### config.mk
export PLATFORM = sky130hd
export DESIGN_NAME = prio_promoter
export DESIGN_NICKNAME = d
export VERILOG_FILES = /design/src/rtl/prio_promoter.sv
export SDC_FILE = /design/constraint.sdc
export NUM_CORES = 1
export LEC_CHECK = 0
export BUFFER_PORTS_ARGS = -buffer_cell sky130_fd_sc_hd__buf_4
export CORE_MARGIN = 3
export CORE_UTILIZATION = 45
export CTS_CLUSTER_DIAMETER = 150
export DETAILED_ROUTE_END_ITERATION = 10
export GPL_TIMING_DRIVEN = 0
export HOLD_SLACK_MARGIN = 0.05
export PLACE_DENSITY_LB_ADDON = 0.08
export SYNTH_ARGS = -nofsm -noshare
export SYNTH_HDL_FRONTEND = slang
export SYNTH_SLANG_ARGS = --single-unit
### constraint.sdc
create_clock -name clk -period 5.2 [get_ports clk]
set_input_delay 1.04 -clock clk [delete_from_list [all_inputs] [get_ports clk]]
set_output_delay 1.04 -clock clk [all_outputs]
set_load 0.03 [all_outputs]
### src/rtl/prio_promoter.sv
module prio_promoter #(
  parameter int         NSRC      = 26,
  parameter logic [7:0] VEC_BASE  = 8'hC0,
  parameter logic [7:0] RESET_VEC = 8'hF2
) (
  input  logic            clk,
  input  logic            rst_n,
  input  logic            wr_en,
  input  logic [7:0]      wr_data,
  input  logic            i_mask,
  output logic [7:0]      rd_data,
  input  logic [NSRC-1:0] pend,
  output logic [7:0]      grant_vec,
  output logic            grant_valid
);
  localparam logic [7:0] TOP_VEC = VEC_BASE + 8'(2 * (NSRC - 1));
  localparam int         IW      = (NSRC > 1) ? $clog2(NSRC) : 1;

  logic [4:0]    sel_q;
  logic [7:0]    offs;
  logic          in_range;
  logic [IW-1:0] prom_idx;
  logic [IW-1:0] fix_idx;
  logic [IW-1:0] win_idx;
  logic          unused_ok;

  always_ff @(posedge clk or negedge rst_n)
    if (!rst_n)                sel_q <= RESET_VEC[5:1];
    else if (wr_en && i_mask)  sel_q <= wr_data[5:1];

  assign rd_data  = {2'b11, sel_q, 1'b0};
  assign offs     = rd_data - VEC_BASE;
  assign in_range = (rd_data >= VEC_BASE) && (rd_data <= TOP_VEC);
  assign prom_idx = in_range ? IW'(offs[7:1]) : IW'(NSRC - 1);

  always_comb begin
    fix_idx = '0;
    for (int i = 0; i < NSRC; i++)
      if (pend[i]) fix_idx = IW'(i);
  end

  assign win_idx     = pend[prom_idx] ? prom_idx : fix_idx;
  assign grant_valid = |pend;
  assign grant_vec   = grant_valid ? VEC_BASE + 8'({win_idx, 1'b0}) : 8'h00;

  assign unused_ok = ^{wr_data[7:6], wr_data[0], offs[0]};

  p_write_r2: assert property (@(posedge clk) disable iff (!rst_n)
    (wr_en && i_mask) |=> rd_data == {2'b11, $past(wr_data[5:1]), 1'b0});

  p_masked_r3: assert property (@(posedge clk) disable iff (!rst_n)
    (wr_en && !i_mask) |=> $stable(rd_data));

  p_promoted_wins_r4: assert property (@(posedge clk) disable iff (!rst_n)
    (in_range && pend[prom_idx]) |-> grant_vec == rd_data);

  p_granted_pending_r5: assert property (@(posedge clk) disable iff (!rst_n)
    grant_valid |-> pend[IW'((grant_vec - VEC_BASE) >> 1)]);

  p_fallback_r6: assert property (@(posedge clk) disable iff (!rst_n)
    (rd_data > TOP_VEC && pend[NSRC-1]) |-> grant_vec == TOP_VEC);

  p_idle_r7: assert property (@(posedge clk) disable iff (!rst_n)
    (pend == '0) |-> (!grant_valid && grant_vec == 8'h00));
endmodule

* Word-level counts from Yosys, hierarchy flattened
Index checks and enable logic that the tools add are counted.
** Operators by class
- Add/sub/neg operators :: 2
- Multiply operators :: 0
- Div/mod/pow operators :: 0
- $lt $le $gt $ge :: 3
- Equal/unequal tests :: 0
- Shift operators :: 0
- Mux-type cells :: 30
- Bitwise gates (word level) :: 0
- Reduce and logical (&&, ||, !) cells :: 3
** Operators by type and width (number)
- $mux W5 :: 26
- $reduce_or A26 Y1 :: 1
- $add A7 B7 Y8 const A :: 1
- $ge A8 B8 Y1 const B :: 1
- $le A8 B8 Y1 const B :: 1
- $mux W8 :: 1
- $lt A5 B6 Y1 const B :: 1
- $sub A6 B1 Y6 const B :: 1
- $bmux W1 S5 :: 1
- $logic_and A1 B1 Y1 :: 2
- $mux W1 :: 2
** Word-level totals
- Register bits after elaboration :: 5
- Latch bits :: 0
- Memory bits (writable) :: 0
- Bits in read-only memories :: 0
- Input bits :: 38
- Output and inout port bits :: 17
- Logic and storage cells :: 39
- Memories :: 0

* Logic depth before layout (Yosys ltp)
- Depth in word-level cells :: 28
- Depth in mapped cells :: 7
- Depth with buffers taken out :: 6

* Worst setup path after synthesis
Ideal clock, no wire load.
- Path type :: input -> output
- Start point :: input pend[7]
- End point :: output grant_vec[1]
- Arrival time :: 2590 ps
- Required time :: 4160 ps
- Slack :: 1570 ps
- Stages on the path :: 6
- Path buffers :: 0
- Path through :: mux2_2 > a21oi_1 > a211oi_1 > nor3_1 > o2111ai_4 > mux2i_1
** Between the ends
- Longest elaborated chain between the ends :: 22
- Elaborated cells between the ends (all ways) :: 25
- Those cells by class :: add/sub (1); mux (23); reduce/logical (1)
** RTL lines
- start: declaration :: line 12 : input logic [NSRC-1:0] pend,
- $mux W5 (19 in a row) :: line 39 : if (pend[i]) fix_idx = IW'(i);
- $mux W5 :: line 42 : assign win_idx = pend[prom_idx] ? prom_idx : fix_idx;
- $add A7 B7 Y8 :: line 44 : assign grant_vec = grant_valid ? VEC_BASE + 8'({win_idx, 1'b0}) : 8'h00;
- $mux W8 * :: line 44
- end: declaration :: line 13 : output logic [7:0] grant_vec,
Every way passes the cells marked *; elsewhere a longest branch is shown, timed or not. The select of a mux whose other input is x is not followed.

* Final worst setup path
- Start point :: input pend[7]
- End point :: output grant_vec[3]
Same word-level chain as after synthesis.

==> parameters.txt <==
Parameter                              Value

CTS
  H-Tree Level Count ... 1
  Resized cells post-CTS ... 0
  Clock latency of the later-clocked register in the worst-skew pair ... 240 ps
  Clock sinks ... 5
  Number of buffers created by CTS ... 3
  Clock tree from TritonCTS ... done
  Post-CTS clock slew at the launch and capture registers of the worst setup and hold paths ... 40 ps
  Count of hold-fix buffers inserted at cts ... 0
  Post-CTS Setup Inserts ... 0
  Clock root buffer ... sky130_fd_sc_hd__clkbuf_4
  Bufs on Longest Clock Path ... 2

Finish
  Ratio of cells with drive above 1 in the final layout ... 46.51%
  Final-stage net count ... 211
  Layout-stage area growth over the synthesis result ... 44.65%
  Largest registers ... sel_q (5)
  Most used cells in the layout excluding fill and tap cells ... 54 x sky130_fd_sc_hd__buf_4, 16 x sky130_fd_sc_hd__nor2_1, 8 x sky130_fd_sc_hd__nand2_1, 8 x sky130_fd_sc_hd__inv_1, 8 x sky130_fd_sc_hd__mux2_2
  Top reg by flops ... sel_q
  Max reg flops ... 5
  Leading cell type in the layout, fill and taps excluded ... sky130_fd_sc_hd__buf_4
  # diodes ... 0

STA
  Final Critical Period ... 3894 ps
  Number of endpoints with negative hold slack in the final report ... 0
  Max Clk Rate ... 0.2568 GHz
  Total negative slack for setup checks ... 0 ps
  Worst-Margin Slew ... 545.7 ps
  Max-slew headroom at the worst pin ... 63.34%
  Setup repair after global routing missed its margin ... false
  Total count of max-transition violations in the final report ... 0
  Share of the clock period used by the worst path ... 74.88%
  Final worst clock skew ... 0 ps
  Post-route setup slack ... 1306 ps
  Final setup violating endpoints ... 0

Pwr
  Total power divided by cell area ... 239.4 nW/um^2
  Static Leakage ... 0.6116 nW
  Worst VDD drop ... 210.2 uV

Setup path
  Critical Path RT ... 4160 ps
  Crit path launch type ... input port
  Depth of the most critical reg-to-reg path ... 2
  Worst Setup Path Type ... in -> out
  Data arrival time of the critical path ... 2850 ps
  Kind of capture point of the worst setup path ... primary output
  Reg2Reg Setup Slack ... 4090 ps
  Critical-path maximum fanout ... 4

Synthesis
  Post-synthesis cell area ... 935.9 sq um
  Synthesized area per cell ... 7.865 sq um
  Library cell with the largest summed area after synthesis ... sky130_fd_sc_hd__mux2_2
  Synth top area cells ... sky130_fd_sc_hd__mux2_2 9.6%, sky130_fd_sc_hd__dfstp_2 8.4%, sky130_fd_sc_hd__mux2i_1 6.4%, sky130_fd_sc_hd__nor2_1 6.4%, sky130_fd_sc_hd__buf_4 5.6%
  Post-synthesis instance total ... 119
  Netlist cell types ... 39
  Yosys top cell area share ... 9.626%
  Flop and latch count out of synthesis ... 5
  Seq/Total Area, Yosys ... 13.77%
  Number of warning messages in the yosys log ... 0

Global routing
  First-pass GRT wire length ... 4485 um
  Number of global-route vias before repair ... 1009
  Aggregate global routing overflow ... 0
  Initial antenna violation count ... 0
  Maximum number of pins on one net before global-route repair ... 11
  Global routing usage summed across all routing layers ... 22.13%

Run status
  Outcome ... finished, final reports clean

Detailed routing
  Final antenna-violating net count ... 0
  Vias/cell ... 5.741
  Total via count in the routed design ... 1131
  Average detailed-routed wire length per instance ... 14.23 um
  Drt pass-1 iters ... 4
  Met3 wire len ... 235 um
  Met1 Routed Length ... 1170 um
  Iter 0 DRT Violations ... 41
  Highest metal used ... met4
  Wire length on met2 ... 1377 um
  Total wirelength of the detailed-routed design ... 2803 um
  Post-route DRC violation count ... 0

Place
  RePlAce Congestion ... 0.8809
  Buffers added on ports ... 47
  DP Wirelength ... 2369 um
  Worst slack at placement ... 1327 ps

Flow run
  Total of max-cap violations ... 0

Worst hold path
  Tightest Hold Check Type ... in -> async

Floorplan
  Starting density of the core ... 50.88%
  Core Rows ... 15
  Core area ... 1839 sq um
  I/O Pins ... 55
  Die area ... 2663 sq um
  Horizontal die dimension ... 51.61 um
  Die Y-Extent ... 51.61 um
final cells by class:
cell class	count	area [sq um]
Sequential cell	5	128.9
Clock buffer	4	26.28
Fill cell	160	485.5
Tap cell	25	31.28
Multi-Input combinational cell	98	710.7
Inverter	8	30.03
Buffer	10	73.82
Timing Repair Buffer	47	352.8
cells in the mapped netlist:
cell type	n
sky130_fd_sc_hd__nor2_1	16
sky130_fd_sc_hd__inv_1	8
sky130_fd_sc_hd__mux2_2	8
sky130_fd_sc_hd__nand2_1	8
sky130_fd_sc_hd__buf_4	7
sky130_fd_sc_hd__nor4_1	7
sky130_fd_sc_hd__mux2i_1	6
sky130_fd_sc_hd__o21ai_0	6
sky130_fd_sc_hd__a21oi_1	4
sky130_fd_sc_hd__nor3_1	4
sky130_fd_sc_hd__dfstp_2	3
sky130_fd_sc_hd__nand2b_1	3
sky130_fd_sc_hd__nand3_1	3
sky130_fd_sc_hd__o211ai_1	3
sky130_fd_sc_hd__a211oi_1	2
sky130_fd_sc_hd__buf_2	2
sky130_fd_sc_hd__conb_1	2
sky130_fd_sc_hd__dfrtp_1	2
sky130_fd_sc_hd__mux2_4	2
sky130_fd_sc_hd__nand4_1	2
sky130_fd_sc_hd__o221ai_1	2
sky130_fd_sc_hd__o31ai_1	2
sky130_fd_sc_hd__a2111oi_0	1
sky130_fd_sc_hd__a21boi_2	1
sky130_fd_sc_hd__a21oi_4	1
sky130_fd_sc_hd__a221o_2	1
sky130_fd_sc_hd__a221oi_1	1
sky130_fd_sc_hd__a2bb2oi_1	1
sky130_fd_sc_hd__a311oi_1	1
sky130_fd_sc_hd__a31o_1	1
sky130_fd_sc_hd__buf_6	1
sky130_fd_sc_hd__mux4_2	1
sky130_fd_sc_hd__nor2_4	1
sky130_fd_sc_hd__o2111ai_4	1
sky130_fd_sc_hd__o211a_4	1
sky130_fd_sc_hd__o21bai_1	1
sky130_fd_sc_hd__o311a_1	1
sky130_fd_sc_hd__o311ai_1	1
sky130_fd_sc_hd__o31a_1	1
metal layers:
metal,GRT usage [%],vias to the layer above
met5,0,-
met4,5.677,0
met3,3.725,2
met2,38.35,63
met1,28.20,514
li1,-,552
worst paths after layout:
| path | from | endpoint |
|---|---|---|
| max | pend[7] | grant_vec[3] |
| min | rst_n | sel_q[1] |
| max reg2reg | sel_q[0] | sel_q[0] |
| min reg2reg | sel_q[1] | sel_q[1] |
| max in group asynchronous | rst_n | sel_q[3] |
| min in group clk | sel_q[1] | sel_q[1] |
critical path, stage by stage:
cell and delay, ps:
sky130_fd_sc_hd__buf_4 120, sky130_fd_sc_hd__mux2_2 270, sky130_fd_sc_hd__a21oi_1 140, sky130_fd_sc_hd__a211oi_1 80, sky130_fd_sc_hd__nor3_1 490, sky130_fd_sc_hd__o2111ai_4 210, sky130_fd_sc_hd__mux2_4 330, sky130_fd_sc_hd__buf_4 170
power breakdown:
part,total [mW],internal (mW),switching (mW)
combinational,0.223,0.101,0.122
clock,0.0441,0.0290,0.0152
sequential,0.0567,0.0476,0.00906
total,0.324,0.178,0.146
metrics by stage:
| step | cells | total power, mW | cell area (sq um) | util, % | hold slack (ps) |
|---|---|---|---|---|---|
| 2_1_floorplan | 121 | 0.2052 | 943.4 | - | 744.4 |
| 3_3_place_gp | 193 | 0.2743 | 1328 | 72.18 | 666.3 |
| 3_5_place_dp | 193 | 0.2791 | 1328 | 72.18 | 679.5 |
| 4_1_cts | 197 | 0.3252 | 1354 | 73.61 | 586.4 |
| 5_1_grt | 197 | 0.3453 | 1354 | 73.61 | 575.0 |
| 6_report | 197 | 0.3241 | 1354 | 73.61 | 594.6 |
cell families after synthesis:
kind of cell,after synthesis,synth area share (%)
compound gates,33,30.08
buf+inv,18,11.10
flops,5,13.77
mux,17,21.66
other cells,2,0.8024
simple gates,44,22.59
Power figures use the tool's default switching activity.
